`src/rtl/mmpwm_pkg.sv`:
```
package mmpwm_pkg;

    localparam int unsigned PHASES = 3;

    typedef enum logic [0:0] {
        CAR_RISE = 1'b0,
        CAR_FALL = 1'b1
    } car_dir_e;

    typedef enum logic [1:0] {
        LEG_HI_ON     = 2'd0,
        LEG_GAP_TO_LO = 2'd1,
        LEG_LO_ON     = 2'd2,
        LEG_GAP_TO_HI = 2'd3
    } leg_state_e;

endpackage

```
`src/rtl/mmpwm_carrier.sv`:
```
module mmpwm_carrier
    import mmpwm_pkg::*;
#(
    parameter int DW       = 16,
    parameter int CAR_PEAK = 2000
) (
    input  logic                 clk,
    input  logic                 rst_n,
    output logic signed [DW-1:0] car_o,
    output logic                 turn_o
);

    localparam logic signed [DW-1:0] PK     = DW'(CAR_PEAK);
    localparam logic signed [DW-1:0] NPK    = DW'(-CAR_PEAK);
    localparam logic signed [DW-1:0] PK_M1  = DW'(CAR_PEAK - 1);
    localparam logic signed [DW-1:0] NPK_P1 = DW'(1 - CAR_PEAK);

    car_dir_e              dir_q, dir_n;
    logic signed [DW-1:0]  car_q, car_n;

    // next-state and next-count
    always_comb begin
        dir_n = dir_q;
        car_n = car_q;
        unique case (dir_q)
            CAR_RISE: begin
                car_n = car_q + DW'(1);
                if (car_q == PK_M1) dir_n = CAR_FALL;
            end
            CAR_FALL: begin
                car_n = car_q - DW'(1);
                if (car_q == NPK_P1) dir_n = CAR_RISE;
            end
            default: begin
                car_n = NPK;
                dir_n = CAR_RISE;
            end
        endcase
    end

    // state register
    always_ff @(posedge clk) begin
        if (!rst_n) begin
            dir_q <= CAR_RISE;
            car_q <= NPK;
        end else begin
            dir_q <= dir_n;
            car_q <= car_n;
        end
    end

    // outputs
    always_comb begin
        car_o  = car_q;
        turn_o = (car_q == PK) || (car_q == NPK);
    end


    car_range_chk: assert property (@(posedge clk) disable iff (!rst_n)
        (car_q <= PK) && (car_q >= NPK));


    car_rise_step_chk: assert property (@(posedge clk) disable iff (!rst_n)
        (dir_q == CAR_RISE && car_q != NPK) |=> (car_q == $past(car_q) + DW'(1)));


    car_fall_step_chk: assert property (@(posedge clk) disable iff (!rst_n)
        (dir_q == CAR_FALL) |=> (car_q == $past(car_q) - DW'(1)));

endmodule

```
`src/rtl/mmpwm_offset.sv`:
```
module mmpwm_offset
    import mmpwm_pkg::*;
#(
    parameter int DW       = 16,
    parameter int CAR_PEAK = 2000
) (
    input  logic                            clk,
    input  logic                            rst_n,
    input  logic                            load_i,
    input  logic [PHASES-1:0][DW-1:0]       ref_i,
    output logic [PHASES-1:0][DW-1:0]       sh_o
);

    localparam int EW = DW + 2;
    localparam logic signed [EW-1:0] LIM_HI = EW'(CAR_PEAK);
    localparam logic signed [EW-1:0] LIM_LO = EW'(-CAR_PEAK);

    logic signed [EW-1:0] ext   [PHASES];
    logic signed [EW-1:0] shf   [PHASES];
    logic [PHASES-1:0][DW-1:0] sat, sh_q;
    logic signed [EW-1:0] mx, mn, sum, half, offs;

    // sign-extend inputs
    for (genvar g = 0; g < PHASES; g++) begin : g_ext
        assign ext[g] = $signed({{2{ref_i[g][DW-1]}}, ref_i[g]});
    end

    // extremes and common-mode offset
    always_comb begin
        mx = ext[0];
        mn = ext[0];
        for (int i = 1; i < PHASES; i++) begin
            if (ext[i] > mx) mx = ext[i];
            if (ext[i] < mn) mn = ext[i];
        end
        sum  = mx + mn;
        half = sum >>> 1;
        offs = -half;
    end

    // shift and clamp per phase
    for (genvar g = 0; g < PHASES; g++) begin : g_shift
        always_comb begin
            shf[g] = ext[g] + offs;
            if (shf[g] > LIM_HI)      sat[g] = LIM_HI[DW-1:0];
            else if (shf[g] < LIM_LO) sat[g] = LIM_LO[DW-1:0];
            else                      sat[g] = shf[g][DW-1:0];
        end
    end

    always_ff @(posedge clk) begin
        if (!rst_n)      sh_q <= '0;
        else if (load_i) sh_q <= sat;
    end

    assign sh_o = sh_q;


    hold_between_turns_chk: assert property (@(posedge clk) disable iff (!rst_n)
        !load_i |=> $stable(sh_q));


    clamp_range_chk: assert property (@(posedge clk) disable iff (!rst_n)
        ($signed(sh_q[0]) <= $signed(LIM_HI[DW-1:0])) && ($signed(sh_q[0]) >= $signed(LIM_LO[DW-1:0])));

endmodule

```
`src/rtl/mmpwm_leg.sv`:
```
module mmpwm_leg
    import mmpwm_pkg::*;
#(
    parameter int DW   = 16,
    parameter int DT_W = 8
) (
    input  logic                 clk,
    input  logic                 rst_n,
    input  logic signed [DW-1:0] sh_i,
    input  logic signed [DW-1:0] car_i,
    input  logic [DT_W-1:0]      dead_i,
    output logic                 gate_hi,
    output logic                 gate_lo
);

    leg_state_e       st_q, st_n;
    logic [DT_W-1:0]  cnt_q, cnt_n;
    logic             dem;
    logic             no_gap;

    assign dem    = (sh_i >= car_i);
    assign no_gap = (dead_i == '0);

    // next-state logic
    always_comb begin
        st_n  = st_q;
        cnt_n = cnt_q;
        unique case (st_q)
            LEG_HI_ON: begin
                if (!dem) begin
                    st_n  = no_gap ? LEG_LO_ON : LEG_GAP_TO_LO;
                    cnt_n = DT_W'(1);
                end
            end
            LEG_LO_ON: begin
                if (dem) begin
                    st_n  = no_gap ? LEG_HI_ON : LEG_GAP_TO_HI;
                    cnt_n = DT_W'(1);
                end
            end
            LEG_GAP_TO_LO: begin
                if (dem) begin
                    st_n  = no_gap ? LEG_HI_ON : LEG_GAP_TO_HI;
                    cnt_n = DT_W'(1);
                end else if (cnt_q >= dead_i) begin
                    st_n = LEG_LO_ON;
                end else begin
                    cnt_n = cnt_q + DT_W'(1);
                end
            end
            LEG_GAP_TO_HI: begin
                if (!dem) begin
                    st_n  = no_gap ? LEG_LO_ON : LEG_GAP_TO_LO;
                    cnt_n = DT_W'(1);
                end else if (cnt_q >= dead_i) begin
                    st_n = LEG_HI_ON;
                end else begin
                    cnt_n = cnt_q + DT_W'(1);
                end
            end
            default: begin
                st_n  = LEG_GAP_TO_LO;
                cnt_n = '0;
            end
        endcase
    end

    // state register
    always_ff @(posedge clk) begin
        if (!rst_n) begin
            st_q  <= LEG_GAP_TO_LO;
            cnt_q <= '0;
        end else begin
            st_q  <= st_n;
            cnt_q <= cnt_n;
        end
    end

    // outputs
    always_comb begin
        gate_hi = (st_q == LEG_HI_ON);
        gate_lo = (st_q == LEG_LO_ON);
    end


    never_both_on_chk: assert property (@(posedge clk) disable iff (!rst_n)
        !(gate_hi && gate_lo));


    hi_after_gap_chk: assert property (@(posedge clk) disable iff (!rst_n)
        ($past(dead_i) != '0 && $rose(gate_hi)) |-> $past(!gate_hi && !gate_lo));


    lo_after_gap_chk: assert property (@(posedge clk) disable iff (!rst_n)
        ($past(dead_i) != '0 && $rose(gate_lo)) |-> $past(!gate_hi && !gate_lo));

endmodule

```
`src/rtl/mmpwm_top.sv`:
```
module mmpwm_top
    import mmpwm_pkg::*;
#(
    parameter int DW       = 16,
    parameter int CAR_PEAK = 2000,
    parameter int DT_W     = 8
) (
    input  logic                 clk,
    input  logic                 rst_n,
    input  logic signed [DW-1:0] ref_a,
    input  logic signed [DW-1:0] ref_b,
    input  logic signed [DW-1:0] ref_c,
    input  logic [DT_W-1:0]      dead_cyc,
    output logic signed [DW-1:0] carrier,
    output logic signed [DW-1:0] sh_a,
    output logic signed [DW-1:0] sh_b,
    output logic signed [DW-1:0] sh_c,
    output logic [2:0]           gate_hi,
    output logic [2:0]           gate_lo
);

    localparam int NPH = PHASES;

    logic signed [DW-1:0]        car;
    logic                        turn;
    logic [NPH-1:0][DW-1:0]      refs, shs;

    assign refs = {ref_c, ref_b, ref_a};

    mmpwm_carrier #(.DW(DW), .CAR_PEAK(CAR_PEAK)) u_car (
        .clk    (clk),
        .rst_n  (rst_n),
        .car_o  (car),
        .turn_o (turn)
    );

    mmpwm_offset #(.DW(DW), .CAR_PEAK(CAR_PEAK)) u_off (
        .clk    (clk),
        .rst_n  (rst_n),
        .load_i (turn),
        .ref_i  (refs),
        .sh_o   (shs)
    );

    for (genvar g = 0; g < NPH; g++) begin : g_leg
        mmpwm_leg #(.DW(DW), .DT_W(DT_W)) u_leg (
            .clk     (clk),
            .rst_n   (rst_n),
            .sh_i    ($signed(shs[g])),
            .car_i   (car),
            .dead_i  (dead_cyc),
            .gate_hi (gate_hi[g]),
            .gate_lo (gate_lo[g])
        );
    end

    assign carrier = car;
    assign sh_a    = $signed(shs[0]);
    assign sh_b    = $signed(shs[1]);
    assign sh_c    = $signed(shs[2]);

endmodule

```
`config.mk`:
```
export PLATFORM = sky130hd
export DESIGN_NAME = mmpwm_top
export DESIGN_NICKNAME = d
export VERILOG_FILES = /design/src/rtl/mmpwm_pkg.sv /design/src/rtl/mmpwm_carrier.sv /design/src/rtl/mmpwm_offset.sv /design/src/rtl/mmpwm_leg.sv /design/src/rtl/mmpwm_top.sv
export SDC_FILE = /design/constraint.sdc
export NUM_CORES = 1
export LEC_CHECK = 0
export ABC_CLOCK_PERIOD_IN_PS = 15800
export BUFFER_PORTS_ARGS = -buffer_cell sky130_fd_sc_hd__buf_4
export CAP_MARGIN = 5
export CORE_MARGIN = 5
export CORE_UTILIZATION = 45
export CTS_CLUSTER_DIAMETER = 120
export CTS_CLUSTER_SIZE = 28
export DETAILED_ROUTE_END_ITERATION = 7
export GPL_TIMING_DRIVEN = 0
export SYNTH_ARGS = -nofsm -noshare
export SYNTH_HDL_FRONTEND = slang
export SYNTH_SLANG_ARGS = --single-unit
```
`constraint.sdc`:
```
create_clock -name clk -period 15.8 [get_ports clk]
set_input_delay 2.37 -clock clk [delete_from_list [all_inputs] [get_ports clk]]
set_output_delay 2.37 -clock clk [all_outputs]
set_load 0.05 [all_outputs]
```
## Word-level counts from Yosys, hierarchy flattened

Index checks and enable logic that the tools add are counted.

| storage, ports and cells | value |
|---|---|
| flip-flop bits (word level) | 95 |
| input bits | 58 |
| output and inout port bits | 70 |
| word-level logic and storage cells | 129 |

| cells by class | value |
|---|---|
| $add $sub $neg | 10 |
| magnitude comparators | 16 |
| equality and inequality tests | 25 |
| multiplexer cells | 55 |
| bitwise logic cells | 1 |
| reductions and logical operators | 11 |

Operators with widths:

| kind | count |
|---|---|
| 2-to-1 mux 8 bit | 15 |
| 2-to-1 mux 16 bit | 6 |
| case mux 8 bit (4 select lines) | 3 |
| 2-to-1 mux 18 bit | 4 |
| equality test 16 x 12 -> 1 bit (second input constant) | 4 |
| adder 16 x 18 -> 18 bit | 3 |
| > comparator 18 x 12 -> 1 bit (second input constant) | 3 |
| < comparator 18 x 12 -> 1 bit (second input constant) | 3 |
| >= comparator 16 bit | 3 |
| 2-to-1 mux 2 bit | 20 |
| case mux 16 bit (2 select lines) | 1 |
| adder 8 x 1 -> 8 bit (second input constant) | 3 |
| >= comparator 8 bit | 3 |
| case mux 2 bit (4 select lines) | 3 |
| adder 18 bit | 1 |
| > comparator 16 x 18 -> 1 bit | 1 |
| < comparator 16 x 18 -> 1 bit | 1 |
| negation 17 -> 18 bit | 1 |
| adder 16 x 2 -> 16 bit (second input constant) | 1 |
| > comparator 16 bit | 1 |
| < comparator 16 bit | 1 |
| subtractor 16 x 2 -> 16 bit (second input constant) | 1 |
| equality test 2 bit (second input constant) | 6 |
| != test 2 bit (second input constant) | 6 |
| other kinds (11) | 24 |

## Longest topological paths before layout

Gate-level depths: netlist (run 1).

| depth | value |
|---|---|
| depth after elaboration | 10 |
| depth in mapped cells | 47 |
| gate-level depth less buffers | 44 |

## Cells and area by module

Synthesis (run 1) repeated with hierarchy kept, for this count alone.

| unflattened totals | value |
|---|---|
| cells, all modules | 1656 |
| area, all modules | 12962.4 um^2 |

By module, submodules not included:

| module | instances | cells each | area each (um^2) | sequential area each (um^2) |
|---|---|---|---|---|
| mmpwm_offset | 1 | 960 | 7405.9 | 960.9 |
| mmpwm_leg at g_leg[1].u_leg ... | 2 | 189 | 1490.2 | 200.2 |
| mmpwm_leg at g_leg[0].u_leg | 1 | 161 | 1291.2 | 200.2 |
| mmpwm_carrier | 1 | 157 | 1285.0 | 340.3 |

## Worst setup path before layout (run 1)

No wires, ideal clock.

| path | value |
|---|---|
| kind | input -> register |
| start | in ref_a[15] |
| end | reg u_off.sh_q, in the netlist u_off.sh_o[32] |
| setup time | 62 ps |
| arrival | 11968 ps |
| data required time | 15738 ps |
| slack | 3770 ps |
| stages | 40 |
| path buffers | 3 |
| path through | inv_1 > ha_1 > buf_4 > nand4_4 > or4_4 > a21oi_4 > nor4_1 > nor2_1 > clkbuf_1 > mux2i_1 > ha_1 > a211oi_1 > o21ai_0 > o221a_2 > nor3_1 > o31ai_2 > o21ai_0 > clkbuf_1 > (+4 left out) > a21oi_1 > o21a_1 > o21ai_0 > a21o_1 > nand2_1 > o311ai_0 > xnor2_1 > ha_1 > or3_1 > nor3_1 > nor3_1 > o311a_1 > a2111oi_0 > nand2_1 > a221oi_1 > o211ai_1 > nor2_1 > a32o_1 |

| between the ends | value |
|---|---|
| word-level cells in the longest chain between the ends | 10 |
| elaborated cells between the ends (all ways) | 15 |
| those cells by class | 3 x add/sub; 6 x order compare; 6 x mux |

RTL lines:

| item | RTL line | source |
|---|---|---|
| start, declared | mmpwm_top.sv:10 | `input logic signed [DW-1:0] ref_a,` |
| > comparator 16 bit / < comparator 16 bit (equally long branches) | mmpwm_offset.sv:33, mmpwm_offset.sv:34 |  |
| 2-to-1 mux 18 bit, on equally long branches | mmpwm_offset.sv:33, mmpwm_offset.sv:34 |  |
| > comparator 16 x 18 -> 1 bit / < comparator 16 x 18 -> 1 bit (equally long branches) | mmpwm_offset.sv:33, mmpwm_offset.sv:34 |  |
| 2-to-1 mux 18 bit, on equally long branches | mmpwm_offset.sv:33, mmpwm_offset.sv:34 |  |
| adder 18 bit (*) | mmpwm_offset.sv:36 | `sum = mx + mn;` |
| negation 17 -> 18 bit (*) | mmpwm_offset.sv:38 | `offs = -half;` |
| adder 16 x 18 -> 18 bit (*) | mmpwm_offset.sv:44 | `shf[g] = ext[g] + offs;` |
| < comparator 18 x 12 -> 1 bit | mmpwm_offset.sv:46 | `else if (shf[g] < LIM_LO) sat[g] = LIM_LO[DW-1:0];` |
| 2-to-1 mux 16 bit | mmpwm_offset.sv:46 |  |
| 2-to-1 mux 16 bit (*) | mmpwm_offset.sv:45 | `if (shf[g] > LIM_HI) sat[g] = LIM_HI[DW-1:0];` |
| end signal, assigned | mmpwm_offset.sv:53 | `else if (load_i) sh_q <= sat;` |
| end, declared | mmpwm_offset.sv:20 | `logic [PHASES-1:0][DW-1:0] sat, sh_q;` |

Mark *: on every way between the ends. The rest lies on a longest branch, timed or not.
A chain may end at the register's enable or synchronous reset.

## Worst setup path after layout (run 1)

| path | value |
|---|---|
| start | in ref_a[15] |
| end | reg u_off.sh_q, in the netlist u_off.sh_o[16] |

Same word-level chain as after synthesis.

==> impl_metrics.ini, run 1 <==
[status]
status = finished, final reports clean

[clocking]
cts_made_buffers = 9
ctsResizeCount = 0
cts_setup_buffers = 0
clock-sinks = 95
clockBufferDepth = 2
cts-root-buf = clkbuf_16
cts_hold_buf = 0
cts-htree-levels = 3
path_clk_slew_ns = 0.08
insertion_delay_ns = 0.36
cts_tree = built

[worst_setup_path]
cp_data_arrival_time_ns = 15.33
critical-path-slowest-cell = nor4_1
cp_common_cell = o21ai_0
r2r_cells = 15
required_ns = 16.11
critical_path.max_stage_delay_ns = 0.90
crit_path_end_kind = flop
r2r_slack_ns = 11.82
critPathLaunchType = input port
reg2reg_from = u_car.car_o[1]
r2r-end = g_leg[2].u_leg.cnt_q[7]
path_max_fanout = 10
path_class = input port to flop

[global_route]
grt_pass1_vias = 12266
grt_pass1_wl_microns = 65710
grt_usage_pct = 26.13
grt_max_degree = 20
antenna_found_initial = 0
overflow = 0

[timing]
final.min_clock_period_ns = 15.03
rsz0062_at_grt = false
setup_viol = 0
max_freq_mhz = 66.55
slew_headroom_pct = 26.44
finClkSkew_ns = 0.01809
finalHoldViolCount = 0
period_share_pct = 95.10
worstMarginPinSlew_ns = 1.093
final.setup.tns_ns = 0
maxSlewViolCount = 0

[drt]
num_vias = 12964
routedWlPerCell_microns = 19.32
drt_wl_total_microns = 41660
drc_errors = 0
ant_nets = 0
drt_iter0_markers = 946
first_pass_iters = 5
vias_per_cell = 6.010

[die]
fp.dieW_microns = 176.7
start_util_pct = 45.25
num_rows = 61
io_pins = 128
fp.dieH_microns = 176.7
core-area_sq_um = 27630
die-area_sq_um = 31220

[yosys]
synth_top_area_share_pct = 20.31
synthFlopType = dfxtp_1
synth_seq_area_share_pct = 15.21
netlist_area_sq_um = 12500
synth_async_sr_flop_share_pct = 0
synth.net_count = 1902
yosysUniqueCellTypes = 97
yosys.area.top_type = ha_1
syn_avg_cell_area_sq_um = 7.643
synth_warnings = 0
syn_inst = 1636
ys_ff_latch = 95
ys_top_cells_by_area = ha_1 (20%), dfxtp_1 (15%), a21oi_1 (5.3%)
synth_edf_count = 0

[final_layout]
mostFrequentLayoutCells = ha_1 (203), buf_4 (135), a21oi_1 (132), nor2_1 (128), nand2_1 (121)
drive_gt1_share_pct = 10.46
fin_nets = 2040
diodes = 0
syn2layout_area_growth_pct = 13.84
layout_commonest_cell = ha_1

[place]
hpwl_microns = 35020
gp_congestion = 0.9458
io_buffer_count = 127

[worst_hold_path]
hold_path_end = u_off.sh_o[0]
hp-start = u_off.sh_o[0]
whs_path_depth = 2
worstHoldPathType = flop to flop

[flow_run]
cap_violations = 0
==> stage by stage <==
step / utilization (%) / std cells / instance area, sq um / hold slack, ns / setup WS (ns)
floorplan: - / 1636 / 12500 / 0.4834 / 3.770
global placement: 50.42 / 2141 / 13930 / 0.4751 / 0.9293
detailed placement: 50.42 / 2141 / 13930 / 0.4756 / 0.8331
CTS: 51.52 / 2157 / 14230 / 0.4868 / 1.163
global route: 51.52 / 2157 / 14230 / 0.5145 / 0.2102
finish: 51.52 / 2157 / 14230 / 0.4826 / 0.7740
==> critical path, delay by kind of cell <==
family,cells,cell delay [ns]
buf+inv,6,1.55
xor+xnor,2,0.54
compound gates,17,4.76
mux,1,0.23
fa+ha+maj,4,1.34
simple gates,12,4.49
==> Yosys cell counts, types with 16 or more instances <==
cell / number
a21o_1: 46
nand2b_1: 16
nand4_1: 44
nor3_1: 55
ha_1: 203
nor2_1: 128
nor2b_1: 22
inv_1: 109
o31ai_1: 22
and2_1: 19
mux2i_1: 36
and3_1: 18
xnor2_1: 60
xor2_1: 28
a211oi_1: 21
a21oi_1: 132
o211ai_1: 17
o21a_1: 29
clkbuf_1: 35
dfxtp_1: 95
nand3_1: 47
o21ai_0: 101
nand2_1: 121
nor4_1: 25
==> kinds of logic after synthesis <==
group	Yosys count	share of synthesized area, %
compound gates	497	26.24
xor+xnor	90	6.475
fa+ha+maj	208	21.11
buf+inv	155	4.893
flops	95	15.21
mux	38	3.082
simple gates	553	22.99
==> worst max-delay path by stage <==
| stage | slack (ns) | end | startpoint |
|---|---|---|---|
| 6_report | 0.77 | u_off.sh_o[16] | ref_a[15] |
| 2_1_floorplan | 3.77 | u_off.sh_o[32] | ref_a[15] |
| 3_5_place_dp | 0.83 | u_off.sh_o[16] | ref_a[15] |
| 4_1_cts | 1.16 | u_off.sh_o[16] | ref_a[15] |
| 3_3_place_gp | 0.93 | u_off.sh_o[19] | ref_a[15] |
| 5_1_grt | 0.21 | u_off.sh_o[32] | ref_a[15] |
==> per-layer routing <==
layer	track usage [%]	share of wire (%)	up-vias
met5	0	0	-
met4	10.19	4.0	0
met3	1.816	4.3	79
met2	46.22	48	411
met1	33.19	43	6059
li1	-	-	6415
==> cell type report <==
class / count / area (sq um)
fillers: 2753 / 13400
multi-input cells: 1386 / 9990
flip-flops and latches: 95 / 1902
repair buffers: 127 / 953.4
well taps: 378 / 473.0
inverters: 109 / 409.1
clock buffers: 9 / 225.2
plain buffers: 46 / 202.7
clock inverters: 7 / 78.83
==> state kept, by name (all words and copies together), names as in the netlist <==
name / count
u_car.car_o: 16
u_car.dir_q: 1
g_leg.u_leg.cnt_q: 24
g_leg.u_leg.st_q: 6
u_off.sh_o: 48
Power of run 1 is not shown: default switching activity piles up to over one toggle a cycle in this logic, so the estimate is an artifact.
==> inputs of run 2 (changes only) <==
--- a/config.mk
+++ b/config.mk
@@ -14,6 +14,7 @@
 export CTS_CLUSTER_SIZE = 28
 export DETAILED_ROUTE_END_ITERATION = 7
 export GPL_TIMING_DRIVEN = 0
+export RECOVER_POWER = 100
 export SYNTH_ARGS = -nofsm -noshare
 export SYNTH_HDL_FRONTEND = slang
 export SYNTH_SLANG_ARGS = --single-unit
==> run 2 against run 1 <==
  * First-iteration DRC count up 3.3%
  * Setup slack worse by 0.14 ns
  * Sequential cell count unchanged
  * Routed wire length up 0.48%
  * Die area unchanged
  * Global-route usage unchanged
  * Final cell count unchanged
  * Hold slack worse by 0.0016 ns
  * Count of clock-buffer cells in the layout unchanged
  * Highest routed layer unchanged
==> impl_metrics.ini, run 2 (synthesis gave the netlist of run 1 again) <==
[status]
status = finished, final reports clean

[clocking]
cts_hold_buf = 0
cts_setup_buffers = 0
cts_tree = built
ctsResizeCount = 0
clockBufferDepth = 2
cts-root-buf = clkbuf_16
path_clk_slew_ns = 0.08
cts-htree-levels = 3
clock-sinks = 95
insertion_delay_ns = 0.36
cts_made_buffers = 9

[place]
io_buffer_count = 127
hpwl_microns = 35020
gp_congestion = 0.9458

[global_route]
grt_pass1_wl_microns = 65710
grt_pass1_vias = 12266
overflow = 0
antenna_found_initial = 0
grt_usage_pct = 26.13
grt_max_degree = 20

[final_layout]
diodes = 0
fin_nets = 2040
drive_gt1_share_pct = 6.352
layout_commonest_cell = ha_1
syn2layout_area_growth_pct = 11.65
largest_reg_flops = 48
mostFrequentLayoutCells = ha_1 (203), a21oi_1 (132), nor2_1 (128), nand2_1 (121)

[worst_setup_path]
cp_common_cell = o21ai_0
critical_path.max_stage_delay_ns = 0.88
critical-path-slowest-cell = o311ai_0
path_class = input port to flop
cp_data_arrival_time_ns = 15.48
required_ns = 16.11
crit_path_end_kind = flop
critPathLaunchType = input port
path_max_fanout = 10

[timing]
final.min_clock_period_ns = 15.17
setup_viol = 0
worstMarginPinSlew_ns = 1.051
period_share_pct = 96.01
maxSlewViolCount = 0
finClkSkew_ns = 0.01779
final.setup.tns_ns = 0
max_freq_mhz = 65.92
slew_headroom_pct = 29.02
finalHoldViolCount = 0
rsz0062_at_grt = false

[drt]
wl_met3_microns = 1920
top_layer_used = met4
num_vias = 12960
drc_errors = 0
first_pass_iters = 5
dr_wl_met2_microns = 20090
ant_nets = 0
drt_iter0_markers = 977
vias_per_cell = 6.008
routedWlPerCell_microns = 19.41
drt_wl_total_microns = 41860
met1Wirelength_microns = 18160

[die]
io_pins = 128
start_util_pct = 45.25
num_rows = 61
die-area_sq_um = 31220
core-area_sq_um = 27630
fp.dieW_microns = 176.7
fp.dieH_microns = 176.7

[worst_hold_path]
worstHoldPathType = flop to flop

[flow_run]
cap_violations = 0
==> run 2: cell count changes in the layout (fill, tap and decap cells not counted), sizes merged <==
| cell | delta |
|---|---|
| clkbuf | +74 |
| buf | -74 |
==> run 2: per-layer routing <==
metal / GRT usage, % / vias to the layer above
li1: - / 6419
met1: 33.19 / 6018
met2: 46.22 / 434
met3: 1.816 / 89
met4: 10.19 / 0
met5: 0 / -
==> run 2: worst paths after layout <==
check / startpoint / end / slack [ns] / cells past startpoint
worst max-delay path: ref_a[15] / u_off.sh_o[16] / 0.63 / 42
worst min-delay path: u_off.sh_o[0] / u_off.sh_o[0] / 0.48 / 2
worst max register to register: u_car.car_o[1] / g_leg[2].u_leg.cnt_q[7] / 11.89 / 15
worst min register to register: u_off.sh_o[0] / u_off.sh_o[0] / 0.48 / 2
==> run 2: final cells by class <==
cell class / instances / area [sq um]
buffer: 46 / 202.7
clock buffer: 9 / 225.2
clock inverter: 7 / 78.83
fill: 2815 / 13670
inverter: 109 / 409.1
multi-input combinational: 1386 / 9986
sequential: 95 / 1902
tap: 378 / 473.0
timing repair buffer: 127 / 683.2
==> run 2: worst max-delay path, delay by kind of cell <==
kind	cells	cell delay [ns]
compound gates	17	4.88
simple gates	12	4.49
buf+inv	6	1.56
fa+ha+maj	4	1.35
xor+xnor	2	0.56
mux	1	0.22
==> run 2: stage by stage <==
stage	instance area (sq um)	hold WS [ns]	setup slack, ns	cells	util [%]
after floorplan	12500	0.4834	3.770	1636	-
after global placement	13930	0.4751	0.9293	2141	50.42
after detailed placement	13930	0.4756	0.8331	2141	50.42
after CTS	14230	0.4868	1.163	2157	51.52
after global routing	13960	0.5139	0.1119	2157	50.53
final	13960	0.4810	0.6297	2157	50.53
Power of run 2 is left out for the same reason.
